`src/rtl/prc_pkg.sv`:
```
package prc_pkg;

    // Host-visible state codes
    localparam logic [1:0] CODE_RESET = 2'd0;
    localparam logic [1:0] CODE_RUN   = 2'd1;
    localparam logic [1:0] CODE_CLEAR = 2'd2;
    localparam logic [1:0] CODE_PAUSE = 2'd3;

    // Register addresses and field positions
    localparam logic REG_STATE  = 1'b0;
    localparam logic REG_SWRST  = 1'b1;
    localparam int   VALID_BIT  = 2;

    typedef enum logic [1:0] {
        ST_RESET,
        ST_RUN,
        ST_PAUSE,
        ST_PAUSE_ARMED
    } run_state_e;

    function automatic logic [1:0] state_code(run_state_e s);
        logic [1:0] c;
        unique case (s)
            ST_RESET:       c = CODE_RESET;
            ST_RUN:         c = CODE_RUN;
            ST_PAUSE:       c = CODE_PAUSE;
            ST_PAUSE_ARMED: c = CODE_PAUSE;
            default:        c = CODE_RESET;
        endcase
        return c;
    endfunction

endpackage

```
`src/rtl/prc_settle_timer.sv`:
```
module prc_settle_timer #(
    parameter int SETTLE_CYC = 3
) (
    input  logic clk,
    input  logic rst_n,
    input  logic start,
    output logic settled
);
    localparam int CNT_W = $clog2(SETTLE_CYC + 1);
    localparam logic [CNT_W-1:0] CNT_LOAD = CNT_W'(SETTLE_CYC);

    logic [CNT_W-1:0] cnt;

    always_ff @(posedge clk or negedge rst_n) begin
        if (!rst_n) begin
            cnt <= '0;
        end else if (start) begin
            cnt <= CNT_LOAD;
        end else if (cnt != '0) begin
            cnt <= cnt - 1'b1;
        end
    end

    assign settled = (cnt == '0);

    // an accepted change is never reported as settled on the next cycle
    a_r3_start_drops_valid: assert property (@(posedge clk) disable iff (!rst_n)
        start |=> !settled);

endmodule

```
`src/rtl/prc_state_fsm.sv`:
```
module prc_state_fsm
    import prc_pkg::*;
(
    input  logic       clk,
    input  logic       rst_n,
    input  logic       wr_state,
    input  logic [1:0] wr_code,
    input  logic       settled,
    input  logic       sw_reset,
    output run_state_e state,
    output logic       accept
);
    run_state_e state_nx;
    logic       take;

    assign take = wr_state && settled;

    always_ff @(posedge clk or negedge rst_n) begin
        if (!rst_n) begin
            state <= ST_RESET;
        end else begin
            state <= state_nx;
        end
    end

    always_comb begin
        state_nx = state;
        accept   = 1'b0;
        if (sw_reset) begin
            state_nx = ST_RESET;
            accept   = 1'b1;
        end else if (take) begin
            unique case (state)
                ST_RESET, ST_RUN: begin
                    unique case (wr_code)
                        CODE_RESET: begin state_nx = ST_RESET; accept = 1'b1; end
                        CODE_RUN:   begin state_nx = ST_RUN;   accept = 1'b1; end
                        CODE_PAUSE: begin state_nx = ST_PAUSE; accept = 1'b1; end
                        default:    state_nx = state;
                    endcase
                end
                ST_PAUSE: begin
                    unique case (wr_code)
                        CODE_RUN:   begin state_nx = ST_RUN;   accept = 1'b1; end
                        CODE_PAUSE: begin state_nx = ST_PAUSE; accept = 1'b1; end
                        CODE_CLEAR: state_nx = ST_PAUSE_ARMED;
                        default:    state_nx = ST_PAUSE;
                    endcase
                end
                ST_PAUSE_ARMED: begin
                    unique case (wr_code)
                        CODE_CLEAR: begin state_nx = ST_RESET; accept = 1'b1; end
                        CODE_RUN:   begin state_nx = ST_RUN;   accept = 1'b1; end
                        CODE_PAUSE: begin state_nx = ST_PAUSE; accept = 1'b1; end
                        default:    state_nx = ST_PAUSE;
                    endcase
                end
                default: state_nx = ST_RESET;
            endcase
        end
    end

    // a write while unsettled leaves the state untouched
    a_r4_busy_write_ignored: assert property (@(posedge clk) disable iff (!rst_n)
        (wr_state && !settled && !sw_reset) |=> (state == $past(state)));

    // paused states reach reset in one step only through the software reset
    a_r6_pause_needs_arm: assert property (@(posedge clk) disable iff (!rst_n)
        (state == ST_RESET && $past(state) == ST_PAUSE) |-> $past(sw_reset));

endmodule

```
`src/rtl/prc_gate_decode.sv`:
```
module prc_gate_decode
    import prc_pkg::*;
(
    input  logic       clk,
    input  logic       rst_n,
    input  run_state_e state,
    output logic       eng_clear,
    output logic       sclk_en,
    output logic       fifo_fill_en
);
    always_comb begin
        eng_clear    = 1'b0;
        sclk_en      = 1'b0;
        fifo_fill_en = 1'b0;
        unique case (state)
            ST_RESET:       eng_clear = 1'b1;
            ST_RUN:         begin sclk_en = 1'b1; fifo_fill_en = 1'b1; end
            ST_PAUSE,
            ST_PAUSE_ARMED: fifo_fill_en = 1'b1;
            default:        eng_clear = 1'b1;
        endcase
    end

    // FIFO access never overlaps an engine clear
    a_r10_clear_blocks_fifo: assert property (@(posedge clk) disable iff (!rst_n)
        eng_clear |-> !fifo_fill_en);

endmodule

```
`src/rtl/periph_run_ctrl.sv`:
```
module periph_run_ctrl
    import prc_pkg::*;
#(
    parameter int DATA_W     = 8,
    parameter int SETTLE_CYC = 3
) (
    input  logic              clk,
    input  logic              rst_n,
    input  logic              reg_we,
    input  logic              reg_addr,
    input  logic [DATA_W-1:0] reg_wdata,
    output logic [DATA_W-1:0] reg_rdata,
    output logic              eng_clear,
    output logic              sclk_en,
    output logic              fifo_fill_en
);
    run_state_e state;
    logic       wr_state;
    logic       sw_reset;
    logic       settled;
    logic       accept;
    logic       unused_wdata_hi;

    assign wr_state        = reg_we && (reg_addr == REG_STATE);
    assign sw_reset        = reg_we && (reg_addr == REG_SWRST) && reg_wdata[0];
    assign unused_wdata_hi = ^reg_wdata[DATA_W-1:2];

    prc_state_fsm u_fsm (
        .clk      (clk),
        .rst_n    (rst_n),
        .wr_state (wr_state),
        .wr_code  (reg_wdata[1:0]),
        .settled  (settled),
        .sw_reset (sw_reset),
        .state    (state),
        .accept   (accept)
    );

    prc_settle_timer #(.SETTLE_CYC(SETTLE_CYC)) u_timer (
        .clk     (clk),
        .rst_n   (rst_n),
        .start   (accept),
        .settled (settled)
    );

    prc_gate_decode u_gate (
        .clk          (clk),
        .rst_n        (rst_n),
        .state        (state),
        .eng_clear    (eng_clear),
        .sclk_en      (sclk_en),
        .fifo_fill_en (fifo_fill_en)
    );

    always_comb begin
        reg_rdata = '0;
        if (reg_addr == REG_STATE) begin
            reg_rdata[1:0]       = state_code(state);
            reg_rdata[VALID_BIT] = settled;
        end
    end

    // software reset always lands in a cleared, unsettled state
    a_r9_swreset_forces_clear: assert property (@(posedge clk) disable iff (!rst_n)
        sw_reset |=> (eng_clear && !settled));

endmodule

```
`config.mk`:
```
export PLATFORM = sky130hd
export DESIGN_NAME = periph_run_ctrl
export DESIGN_NICKNAME = d
export VERILOG_FILES = /design/src/rtl/prc_pkg.sv /design/src/rtl/prc_settle_timer.sv /design/src/rtl/prc_state_fsm.sv /design/src/rtl/prc_gate_decode.sv /design/src/rtl/periph_run_ctrl.sv
export SDC_FILE = /design/constraint.sdc
export NUM_CORES = 1
export LEC_CHECK = 0
export ABC_CLOCK_PERIOD_IN_PS = 2600
export BUFFER_PORTS_ARGS = -buffer_cell sky130_fd_sc_hd__buf_2
export CAP_MARGIN = 10
export CORE_AREA = 2 2 39 41
export DETAILED_ROUTE_END_ITERATION = 8
export DIE_AREA = 0 0 41 43
export GPL_TIMING_DRIVEN = 1
export PLACE_DENSITY_LB_ADDON = 0.15
export SLEW_MARGIN = 20
export SYNTH_ARGS = -nofsm -noshare
export SYNTH_HDL_FRONTEND = slang
export SYNTH_SLANG_ARGS = --single-unit
```
`constraint.sdc`:
```
create_clock -name clk -period 2.6 [get_ports clk]
set_input_delay 0.26 -clock clk [delete_from_list [all_inputs] [get_ports clk]]
set_output_delay 0.26 -clock clk [all_outputs]
set_load 0.005 [all_outputs]
```
== Word level (Yosys, flattened, before mapping) ==
Index checks and enable logic that the tools add are counted.
Storage, ports and cells
  bits of input ports: 12
  logic and storage cells: 47
  output and inout bits: 11
  register bits: 4
Cells by class
  multiplexer cells: 19
  reduce and logical (&&, ||, !) cells: 17
  equality and inequality tests: 7
  add/sub/neg operators: 1
  bitwise operators: 1
Operators by type and width (number)
  $pmux 2 s3: 3
  $reduce_or 3->1: 3
  $eq 2x2->1 const B: 4
  $mux 1: 8
  $mux 2: 4
  $pmux 2 s2: 2
  $logic_not 2->1: 3
  $reduce_bool 2->1: 3
  $reduce_or 2->1: 3
  $ne 5x3->1 const B: 1
  $eq 2x1->1 const B: 2
  $logic_and 1x1->1: 4
  $mux 3: 1
  $pmux 1 s3: 1
  $reduce_and 2->1: 1
  $sub 2x1->2 const B: 1
  $not 1->1: 1

== Longest topological paths before layout ==
Gate-level depths: netlist of the first run.
  depth after elaboration: 7
  depth in mapped cells: 6
  gate-level depth less buffers: 5

== Modules after synthesis ==
Synthesis of the first run repeated with hierarchy kept, for this count alone.
Second synthesis, totals
  cells, all modules: 50
  area, all modules: 447.9 µm²
Modules (own cells, without submodules)
  prc_state_fsm: sequential area each 50.0 µm², area each 255.2 µm², cells an instance 27, times used 1
  prc_settle_timer: sequential area each 50.0 µm², area each 97.6 µm², cells an instance 9, times used 1
  periph_run_ctrl: sequential area each 0.0 µm², area each 76.3 µm², cells an instance 11, times used 1
  prc_gate_decode: sequential area each 0.0 µm², area each 18.8 µm², cells an instance 3, times used 1

== Worst setup path after synthesis of the first run ==
Ideal clock, no wire load.
  path kind: flip-flop to flip-flop
  from: register u_timer.cnt[0]
  to: register u_fsm.state[1]
  setup time: 0.087 ns
  period minus slack after synthesis: 1.304 ns
  path buffers: 1
  setup slack: 1.296 ns
  stages on the path, launching flop included: 7
  required time: 2.513 ns
  arrival time: 1.218 ns
  path through: dfrtp_1 > inv_1 > ha_1 > and3b_1 > buf_6 > a21boi_1 > a211oi_2
On the way
  cells in the longest elaborated chain, start to end: 4
RTL lines
  start: declaration: RTL line prc_settle_timer.sv:12  | logic [CNT_W-1:0] cnt;
  start signal: assignment: RTL line prc_settle_timer.sv:20  | cnt <= cnt - 1'b1;
  $logic_not 2->1: RTL line prc_settle_timer.sv:24  | assign settled = (cnt == '0);
  $logic_and 1x1->1: RTL line prc_state_fsm.sv:16  | assign take = wr_state && settled;
  $reduce_bool 2->1 (no source line)
  $reduce_and 2->1 (no source line)
  end signal: assignment: RTL line prc_state_fsm.sv:22  | state <= state_nx;
  end: declaration: RTL line prc_state_fsm.sv:10  | output run_state_e state,
Every way passes these cells.
A chain may end at the register's enable or synchronous reset.

== Worst setup path in the final report of the first run ==
  from: register u_timer.cnt[0]
  to: output reg_rdata[2]
On the way
  cells in the longest elaborated chain, start to end: 2
RTL lines
  $logic_not 2->1: RTL line prc_settle_timer.sv:24
  $mux 3: RTL line periph_run_ctrl.sv:57  | if (reg_addr == REG_STATE) begin
  end: declaration: RTL line periph_run_ctrl.sv:12  | output logic [DATA_W-1:0] reg_rdata,
Every way passes these cells.

==> results of run 1 <==
==> how the worst max path moves through the flow <==
stage / from / to / slack [ns] / cells after the start
after floorplan: u_timer.cnt[0] / u_fsm.state[1] / 1.30 / 6
after global placement: reg_wdata[1] / u_timer.cnt[1] / 1.16 / 6
after detailed placement: reg_wdata[1] / u_timer.cnt[0] / 1.15 / 6
after CTS: u_timer.cnt[0] / reg_rdata[2] / 1.15 / 4
after global routing: u_timer.cnt[0] / u_fsm.state[1] / 1.05 / 5
final: u_timer.cnt[0] / reg_rdata[2] / 1.17 / 4
==> state kept, by name (all words and copies together), names as in the netlist <==
signal and count:
u_fsm.state 2, u_timer.cnt 2
==> stage by stage <==
| step | setup WS [ns] | hold WS [ns] | instances | util, % | area [um^2] |
|---|---|---|---|---|---|
| 2_1_floorplan | 1.296 | -0.03559 | 58 | - | 479.2 |
| 3_3_place_gp | 1.165 | 0.06459 | 77 | 35.44 | 490.5 |
| 3_5_place_dp | 1.149 | 0.06897 | 77 | 35.44 | 490.5 |
| 4_1_cts | 1.155 | 0.3576 | 81 | 37.79 | 523.0 |
| 5_1_grt | 1.054 | 0.3962 | 81 | 37.79 | 523.0 |
| 6_report | 1.167 | 0.3655 | 81 | 37.79 | 523.0 |
==> cell families (layout without fill, tap and decap cells) <==
family	after synthesis	after routing	share of synthesized area [%]
other	1	5	0.8078
XOR/XNOR	1	1	1.887
AO/OA/AOI/OAI	10	10	16.17
multiplexers	1	1	2.156
buffers and inverters	14	21	18.60
adder cells (fa/ha/maj)	7	7	18.87
AND/OR/NAND/NOR	16	16	19.95
flip-flops	4	4	21.56
==> cells in the final DEF (no fill, tap or decap), types with 2 or more instances in the layout <==
| master | Yosys | layout |
|---|---|---|
| a31oi_1 | 2 | 2 |
| and2b_1 | 2 | 2 |
| buf_2 | 0 | 11 |
| clkbuf_4 | 0 | 3 |
| conb_1 | 1 | 5 |
| dfrtp_1 | 4 | 4 |
| ha_1 | 7 | 7 |
| inv_1 | 6 | 6 |
| nand2_1 | 2 | 2 |
| nand2b_1 | 2 | 2 |
| nor2_1 | 4 | 4 |
| nor2b_1 | 2 | 2 |
| o21ai_1 | 3 | 3 |
==> timing repair <==
item,CTS,global route
hold buffers,1,0
endpoints found under the hold margin,4,0
buffers inserted,0,0
==> worst reg2reg max path, stage by stage (launching register included) <==
cell and delay, ns:
dfrtp_1 0.38, inv_1 0.06, ha_1 0.23, and3b_1 0.29
a21boi_1 0.24, a211oi_2 0.09
==> cell usage after synthesis (2+ instances only) <==
library cell,n
o21ai_1,3
inv_1,6
a31oi_1,2
nand2_1,2
and2b_1,2
nor2b_1,2
buf_4,5
nand2b_1,2
buf_6,2
dfrtp_1,4
ha_1,7
nor2_1,4
==> power groups by stage <==
stage               combinational (mW)  sequential [mW]  clock (mW)
finish                           0.162            0.110      0.0746
global route                     0.193            0.115      0.0808
CTS                              0.167            0.110      0.0787
detailed placement               0.165            0.110           0
global placement                 0.162            0.113           0
floorplan                        0.149           0.0960           0
==> layout make-up <==
cell class	count	area (um^2)
Inverter	6	22.52
Sequential cell	4	100.1
Multi-Input combinational cell	40	292.8
Timing Repair Buffer	12	65.06
Tap cell	16	20.02
Clock buffer	3	22.52
Fill cell	152	860.8
==> metal layers <==
metal	vias to the layer above	share of wire, %	track usage, %
met2	7	48	14.37
met4	0	0	4.000
li1	188	-	-
met3	0	3.2	1.571
met1	160	49	14.42
met5	-	0	0
==> impl_results.md, run 1 <==
- Status: complete, no violations
- Top-area cell type share of the netlist area: 21.56%
- P&R area growth vs syn: 12.67%
- Fmax: 697.6 MHz
- Remaining Overflow, GRT: 0
- R2R Path End: u_fsm.state[1]
- Combinational cell fraction of total power: 46.7%
- Initial antenna violation count: 0
- Max rail drop VDD: 0.2174 mV
- Num CTS Buffers: 3
- Post-synth EDFFs: 0
- Post-layout min period: 1.433 ns
- IO Pins: 23
- Clock Latency Late Sink: 0.23 ns
- Tcrit/Tclk final: 55.13%
- Psw: 0.1247 mW
- Clock Skew: 0.005342 ns
- Final nets: 86
- Setup_tns: 0 ns
- Clk sinks: 4
- Tot Pwr: 0.3470 mW
- Leak: 0.2793 nW
- H-tree lvl count: 1
- Crit. End Element: output pin
- Die X: 41 um
- Final RePlAce weighted congestion: 0.7707
- Crit path max-delay family: flip-flops
- PwrDens: 663.4 nW/um^2
- Synth top area cells: dfrtp_1 (22%), ha_1 (19%), buf_4 (8.1%)
- WP data required: 2.34 ns
- CTS resizes: 0
- DR pass1 iterations: 1
- Max-slew violations: 0
- Core area: 1384 um^2
- Clock power share: 21.5%
- Largest net degree at the start of global routing: 11
- Critical-path top delay cell: dfrtp_1
- Hold Fails Final Rpt: 0
- Final ANT Viol Nets: 0
- Max clock buf depth: 2
- Crit path buffers/inverters: 2
- WL per Instance: 8.864 um
- Crit-path max cell delay: 0.36 ns
- Post-synthesis async set-or-reset flop share: 100.0%
- 1st-iter DRT viols: 0
- HP Class: in2async
- Worst R2R Setup Slack: 1.17 ns
- FF-to-FF Start: u_timer.cnt[0]
- Distinct cell type count after synthesis: 25
- Crit path DAT: 1.17 ns
- Syn Area/Cell: 8.596 um^2
- Buffers on Ports: 11
- Number of global-route vias before repair: 313
- Crit-path max FO: 5
- Register share of total power: 31.7%
- First-pass GRT wire length: 1255 um
- DP HPWL: 595.6 um
- Routed WL: 718 um
- # rows: 14
- Vias per cell: 4.383
- Layout cells sized above 1: 24.62%
- Mapped Area: 464.2 um^2
- GR Util All Layers: 10.03%
- CP Class: reg2out
- Synth warnings: 0
- Clock transition at the registers of the reported paths: 0.04 ns
- Final setup viols: 0
- Cell taking the most area after synthesis: dfrtp_1
- Switching power share of the total: 35.94%
- Via count of the routed design: 355
- CTS tree: done
- R2R depth: 5
- Detailed-route DRC error count: 0
- Seq/Total Area, Yosys: 21.56%
- Root buffer cell: clkbuf_4
- Top FF cell, synth: dfrtp_1
- Pint: 0.2223 mW
- Max-Cap Viols: 0
- Initial Util: 33.54%
- RSZ-0062 raised after global routing: no
- Mapped Cells: 54
- CP startpoint kind: register
- #FFs+latches synth: 4
- Number of diodes: 0
- Crit-path cells: inv_1 > ha_1 > and2b_1 > buf_2
- Total die area: 1763 um^2
- Die Y: 43 um
(Power assumes the default switching activity.)
==> inputs of run 2 (changes only) <==
Settings changed: ABC_AREA set to 1, ABC_CLOCK_PERIOD_IN_PS 2600 to 1210.
Clock period 2.6 ns to 1.21 ns, I/O delays scaled along.
==> run 2 against run 1 <==
  * Synthesized area is 0.27% lower
  * Synthesized cell count rose by 26%
  * Clock skew down 0.0027 ns
  * Setup slack lost 1.2 ns
  * Core utilization up 7.5 points
  * First-iteration DRC count is 4 higher
  * Total power rose to 2.7 times the previous value
  * Count of clock-buffer cells in the layout is the same
  * Cell area up 20%
  * Routed wire length increased by 33%
  * Critical endpoint unchanged
==> impl_results.md, run 2 <==
- Status: complete, no violations
- Largest net degree at the start of global routing: 10
- Commonest cells in the synthesized netlist: nand3_1 (16), inv_1 (11), nand2_1 (9), nor2_1 (9), ha_1 (7)
- Most frequent cells in the layout: nand3_1 (15), buf_2 (10), nor2_1 (8), nand2_1 (8), inv_1 (7)
- P&R area growth vs syn: 35.41%
- Crit-path cells: inv_2 > ha_4 > buf_6 > nand2_2 > inv_2 > buf_6
- FF-to-FF Start: u_timer.cnt[0]
- Levels on crit path: 6
- HP Class: in2async
- Top-count cell post-synth: nand3_1
- # rows: 14
- Remaining Overflow, GRT: 0
- R2R Path End: u_fsm.state[0]
- Buffers on Ports: 11
- Top-area cell type share of the netlist area: 21.62%
- CP startpoint kind: register
- Clock transition at the registers of the reported paths: 0.04 ns
- Core area: 1384 um^2
- Final ANT Viol Nets: 0
- Area after DPL: 534.3 um^2
- PwrDens: 1493 nW/um^2
- Register share of total power: 24.0%
- Die Y: 43 um
- Die X: 41 um
- DP HPWL: 747.8 um
- Max rail drop VDD: 0.5609 mV
- Routed WL: 954 um
- Switching power share of the total: 37.34%
- Mapped Area: 462.9 um^2
- First-pass GRT wire length: 1421 um
- Top FF cell, synth: dfrtp_1
- Max clock buf depth: 2
- CP Class: reg2out
- Initial antenna violation count: 0
- 1st-iter DRT viols: 4
- Crit path DAT: 1.09 ns
- Clock Latency Late Sink: 0.24 ns
- Place WS: 0.06153 ns
- Post-layout min period: 1.207 ns
- Initial Util: 33.45%
- CTS tree: done
- Post-synth EDFFs: 0
- Max-slew violations: 0
- Worst R2R Setup Slack: 0.05 ns
- Tot Pwr: 0.9359 mW
- Core Util, Final: 45.30%
- Synth top area cells: dfrtp_1 (22%), ha_1 (19%), nand3_1 (17%)
- Number of global-route vias before repair: 358
- Vias per cell: 4.500
- Combinational cell fraction of total power: 58.0%
- Critical-path top delay cell: dfrtp_1
- H-tree lvl count: 1
- Final setup viols: 0
- #FFs+latches synth: 4
- Tcrit/Tclk final: 99.79%
- Clock power share: 18.0%
- DR pass1 iterations: 5
- Hold Fails Final Rpt: 0
- WL per Instance: 9.173 um
- Psw: 0.3494 mW
- Syn Area/Cell: 6.808 um^2
- GR Util All Layers: 11.88%
- Crit path max-delay family: flip-flops
- Distinct cell type count after synthesis: 14
- Total die area: 1763 um^2
- Root buffer cell: clkbuf_4
- IO Pins: 23
- Mapped Cells: 68
- Final RePlAce weighted congestion: 0.8000
- Fmax: 828.2 MHz
- Cell taking the most area after synthesis: dfrtp_1
- Number of diodes: 0
- WP data required: 1.09 ns
- Num CTS Buffers: 3
- Detailed-route DRC error count: 0
- Setup WS post-layout: 0.002515 ns
- R2R depth: 8
- Worst hold slack: 0.2207 ns
- Crit-path max FO: 3
- Crit-path max cell delay: 0.35 ns
- Clock Skew: 0.002594 ns
- Post-synthesis async set-or-reset flop share: 100.0%
- Pint: 0.5865 mW
- Seq/Total Area, Yosys: 21.62%
- RSZ-0062 raised after global routing: yes
- Commonest non-fill, non-tap cell in the layout: nand3_1
- Final nets: 109
- Layout cells sized above 1: 37.50%
- Final std cell area, no fill: 626.9 um^2
- Leak: 0.3670 nW
- Via count of the routed design: 468
- Biggest regs: u_fsm.state x2, u_timer.cnt x2
- Crit path buffers/inverters: 4
- Clk sinks: 4
- Max-Cap Viols: 0
- Crit. End Element: output pin
- Synth warnings: 0
## run 2: cell types whose count changed after synthesis, moves of 2 or more
cell and delta:
nand3_1 +16, and2b_1 -2, nand2b_1 -2, nand2_1 +7, inv_1 +5, a31oi_1 -2, nor2_1 +5, nor2b_1 -2
o21ai_1 -3
## run 2: power by group through the flow
stage,registers (mW),clock network (mW),logic [mW]
2_1_floorplan,0.212,0,0.281
3_3_place_gp,0.222,0,0.385
3_5_place_dp,0.220,0,0.387
4_1_cts,0.214,0.175,0.478
5_1_grt,0.230,0.181,0.609
6_report,0.225,0.168,0.542
## run 2: cell families (layout without fill, tap and decap cells)
logic type	Yosys count	after routing	share of synthesized area [%]
AO/OA/AOI/OAI	1	1	1.080
AND/OR/NAND/NOR	36	36	35.41
buffers and inverters	18	34	20.27
other	1	5	0.8100
flip-flops	4	4	21.62
XOR/XNOR	1	1	1.892
adder cells (fa/ha/maj)	7	7	18.92
## run 2: what timing repair did
action                                  4_1_cts  5_1_grt
hold buffers                                  1        0
endpoints found under the setup margin        1        8
gates resized for setup                       2       11
pin swaps                                     2        1
hold endpoints to repair                      4        0
gates cloned                                  0        0
setup buffers                                 3        0
## run 2: worst max-delay path by stage
stage	start	endpoint	slack (ns)
2_1_floorplan	u_timer.cnt[0]	u_fsm.state[0]	0.10
3_3_place_gp	u_timer.cnt[0]	u_fsm.state[0]	0.06
3_5_place_dp	u_timer.cnt[0]	u_fsm.state[0]	0.06
4_1_cts	u_timer.cnt[1]	reg_rdata[2]	-0.04
5_1_grt	u_timer.cnt[1]	reg_rdata[2]	-0.04
6_report	u_timer.cnt[0]	reg_rdata[2]	0.003
## run 2: routing by layer
metal | GRT usage, % | wire [um]
met5 | 0 | 0
met4 | 8.000 | 13
met2 | 17.50 | 469
met1 | 15.26 | 438
met3 | 1.571 | 32
## run 2: cell type report
type                            instances  area [um^2]
Clock buffer                            3        22.52
Fill cell                             149        757.0
Inverter                               12        45.04
Multi-Input combinational cell         50        306.5
Sequential cell                         4        101.3
Tap cell                               16        20.02
Timing Repair Buffer                   19        131.4
## run 2: metrics by stage
step                      TNS (ns)  std cells
after floorplan                  0         72
after CTS                  -0.1154        104
after detailed placement         0         97
final                            0        104
after global placement           0         97
after global routing       -0.1052        104
## run 2: worst reg2reg max path, delay by kind of cell (launching register included)
kind,cells,cell delay [ns]
flops,1,0.38
fa+ha+maj,1,0.14
buf+inv,3,0.23
simple gates,4,0.28
==> inputs of run 3 (changes only) <==
Settings changed: CORE_AREA 2 2 39 41 to 2 2 41 43, DIE_AREA 0 0 41 43 to 0 0 43 45, SYNTH_HIERARCHICAL set to 1.
==> run 3 against run 2 <==
  * Critical path depth is 1 lower
  * Setup slack better by 0.032 ns
  * Routed wire length is 7.4% lower
  * Core utilization is 3.1 points lower
  * Total power is 8.0% higher
  * Clock power is 10% lower
  * Non-clock buffer count is 4 lower
  * Die area is 9.8% higher
  * Cell area is 1.0% lower
  * Count of clock-buffer cells in the layout stayed put
  * Global-route usage is 2.2 points lower
  * Largest power group unchanged
==> impl_results.md, run 3 <==
- Status: complete, no violations
- Mapped Area: 503.0 um^2
- Seq/Total Area, Yosys: 19.90%
- Worst hold slack: 0.2329 ns
- Core Util, Final: 42.18%
- Final RePlAce weighted congestion: 0.8178
- R2R depth: 8
- CP startpoint kind: register
- Vias per cell: 4.200
- Top FF cell, synth: dfrtp_1
- Biggest regs: u_fsm/state x2, u_timer/cnt x2
- Clk sinks: 4
- P&R area growth vs syn: 23.38%
- DR pass1 iterations: 4
- Hold Fails Final Rpt: 0
- Setup_tns: 0 ns
- CP Class: reg2out
- Crit. End Element: output pin
- Crit path DAT: 1.05 ns
- WP data required: 1.09 ns
- Layout cells sized above 1: 27.27%
- Critical-path top delay cell: dfrtp_1
- Commonest non-fill, non-tap cell in the layout: nand2_1
- RSZ-0062 raised after global routing: yes
- Number of diodes: 0
- Final ANT Viol Nets: 0
- Cell mode on critical path: inv_2
- Die Y: 45 um
- Number of global-route vias before repair: 389
- Routed WL: 883 um
- Crit path max-delay family: flip-flops
- Fillers: 167
- Fmax: 850.7 MHz
- 1st-iter DRT viols: 7
- GR Util All Layers: 9.713%
- Critical Path Start: u_timer/cnt[0]
- Distinct cell type count after synthesis: 13
- IO Pins: 23
- Worst R2R Setup Slack: 0.05 ns
- Max-slew violations: 0
- Leak: 0.3856 nW
- Final nets: 120
- # rows: 14
- Met1 Resource Use GR: 12.38%
- Final setup viols: 0
- Tot Pwr: 1.011 mW
- Syn Area/Cell: 6.060 um^2
- Clock transition at the registers of the reported paths: 0.03 ns
- GRT met3 Usage: 2.800%
- Remaining Overflow, GRT: 0
- Levels on crit path: 5
- Commonest cells in the synthesized netlist: nand2_1 (22), inv_1 (17), nor2_1 (13)
- H-tree lvl count: 1
- Post-layout min period: 1.176 ns
- Crit-path max FO: 5
- Worst setup path endpoint: reg_rdata[2]
- Tcrit/Tclk final: 97.15%
- Synth top area cells: dfrtp_1 (20%), ha_1 (17%), nand2_1 (16%)
- Max-Cap Viols: 0
- Top-count cell post-synth: nand2_1
- Total die area: 1935 um^2
- Most frequent cells in the layout: nand2_1 (22), inv_1 (14), nor2_1 (11), buf_2 (11), nand3_1 (7)
- Mapped Cells: 83
- Die X: 43 um
- Largest net degree at the start of global routing: 9
- Crit-path max cell delay: 0.38 ns
- DP HPWL: 745.4 um
- Met2 Usage GRT: 15.76%
- First-pass GRT wire length: 1428 um
- Root buffer cell: clkbuf_4
- Core area: 1471 um^2
- Initial Util: 34.18%
- Via count of the routed design: 483
- Detailed-route DRC error count: 0
- FF-to-FF Start: u_timer/cnt[0]
- Crit path buffers/inverters: 3
- R2R Path End: u_timer/cnt[1]
- PwrDens: 1629 nW/um^2
- Top-area cell type share of the netlist area: 19.90%
- Max clock buf depth: 2
- CTS tree: done
- Initial antenna violation count: 0
- Post-synthesis async set-or-reset flop share: 100.0%
- HP Class: in2async
- Post-synth EDFFs: 0
- Clock Latency Late Sink: 0.22 ns
- Num CTS Buffers: 3
- WL per Instance: 7.678 um
- Clock Skew: 0.003088 ns
- Cell taking the most area after synthesis: dfrtp_1
- #FFs+latches synth: 4
- Buffers on Ports: 11
- Synth warnings: 6
- Max rail drop VDD: 0.6903 mV
- Most Used Layer, Global Route: met2
- Crit-path cells: inv_2 > ha_4 > inv_2 > nor2_2 > buf_2
[run 3: routing by layer]
layer	part of all wire (%)	vias up	wire (um)
met3	6.8	0	60
li1	-	265	-
met1	47	201	419
met5	0	-	0
met4	0	0	0
met2	46	17	403
[run 3: kinds of logic after synthesis]
kind of cell    after synthesis  share of synthesized area [%]
other cells                   1                         0.7456
simple gates                 43                          35.07
buf+inv                      25                          23.88
flops                         4                          19.90
fa+ha+maj                     7                          17.41
compound gates                3                          2.984
[run 3: worst register-to-register path, delay by kind of cell, from the launching register on]
kind / cells / cell delay (ns)
adder cells (fa/ha/maj): 1 / 0.16
flip-flops: 1 / 0.38
AND/OR/NAND/NOR: 4 / 0.30
AO/OA/AOI/OAI: 1 / 0.11
buffers and inverters: 2 / 0.15
[run 3: how the worst min path moves through the flow]
stage          startpoint              to  slack (ns)
2_1_floorplan       rst_n  u_fsm/state[0]       -0.17
3_3_place_gp        rst_n  u_timer/cnt[1]       -0.07
3_5_place_dp        rst_n  u_fsm/state[0]       -0.07
4_1_cts             rst_n  u_fsm/state[0]        0.23
5_1_grt             rst_n  u_fsm/state[1]        0.24
6_report            rst_n  u_fsm/state[0]        0.23
[run 3: final cells by class]
cell class | count | area, um^2 | area share (%)
clock buffer | 3 | 22.52 | 3.629
tap | 16 | 20.02 | 3.226
multi-input combinational | 58 | 319.1 | 51.41
inverter | 19 | 71.32 | 11.49
timing repair buffer | 15 | 87.58 | 14.11
sequential | 4 | 100.1 | 16.13
[run 3: timing repair]
item | 4_1_cts | 5_1_grt
hold buffers | 1 | 0
endpoints found under the setup margin | 1 | 3
pin swaps | 2 | 2
hold endpoints to repair | 4 | 0
buffers inserted | 0 | 1
resized for setup | 4 | 4
[run 3: power by group]
group	leakage [nW]	total, mW	internal [mW]	switching [mW]
clock network	0.0138	0.151	0.110	0.0408
logic	0.322	0.592	0.279	0.313
registers	0.0497	0.269	0.197	0.0717
[run 3: stage by stage]
stage | worst slack [ns] | instances | instance area (um^2)
floorplan | 0.08774 | 87 | 518.0
global placement | 0.03812 | 111 | 566.8
detailed placement | 0.03607 | 111 | 566.8
CTS | 0.002206 | 114 | 604.3
global route | -0.06923 | 115 | 620.6
finish | 0.03445 | 115 | 620.6
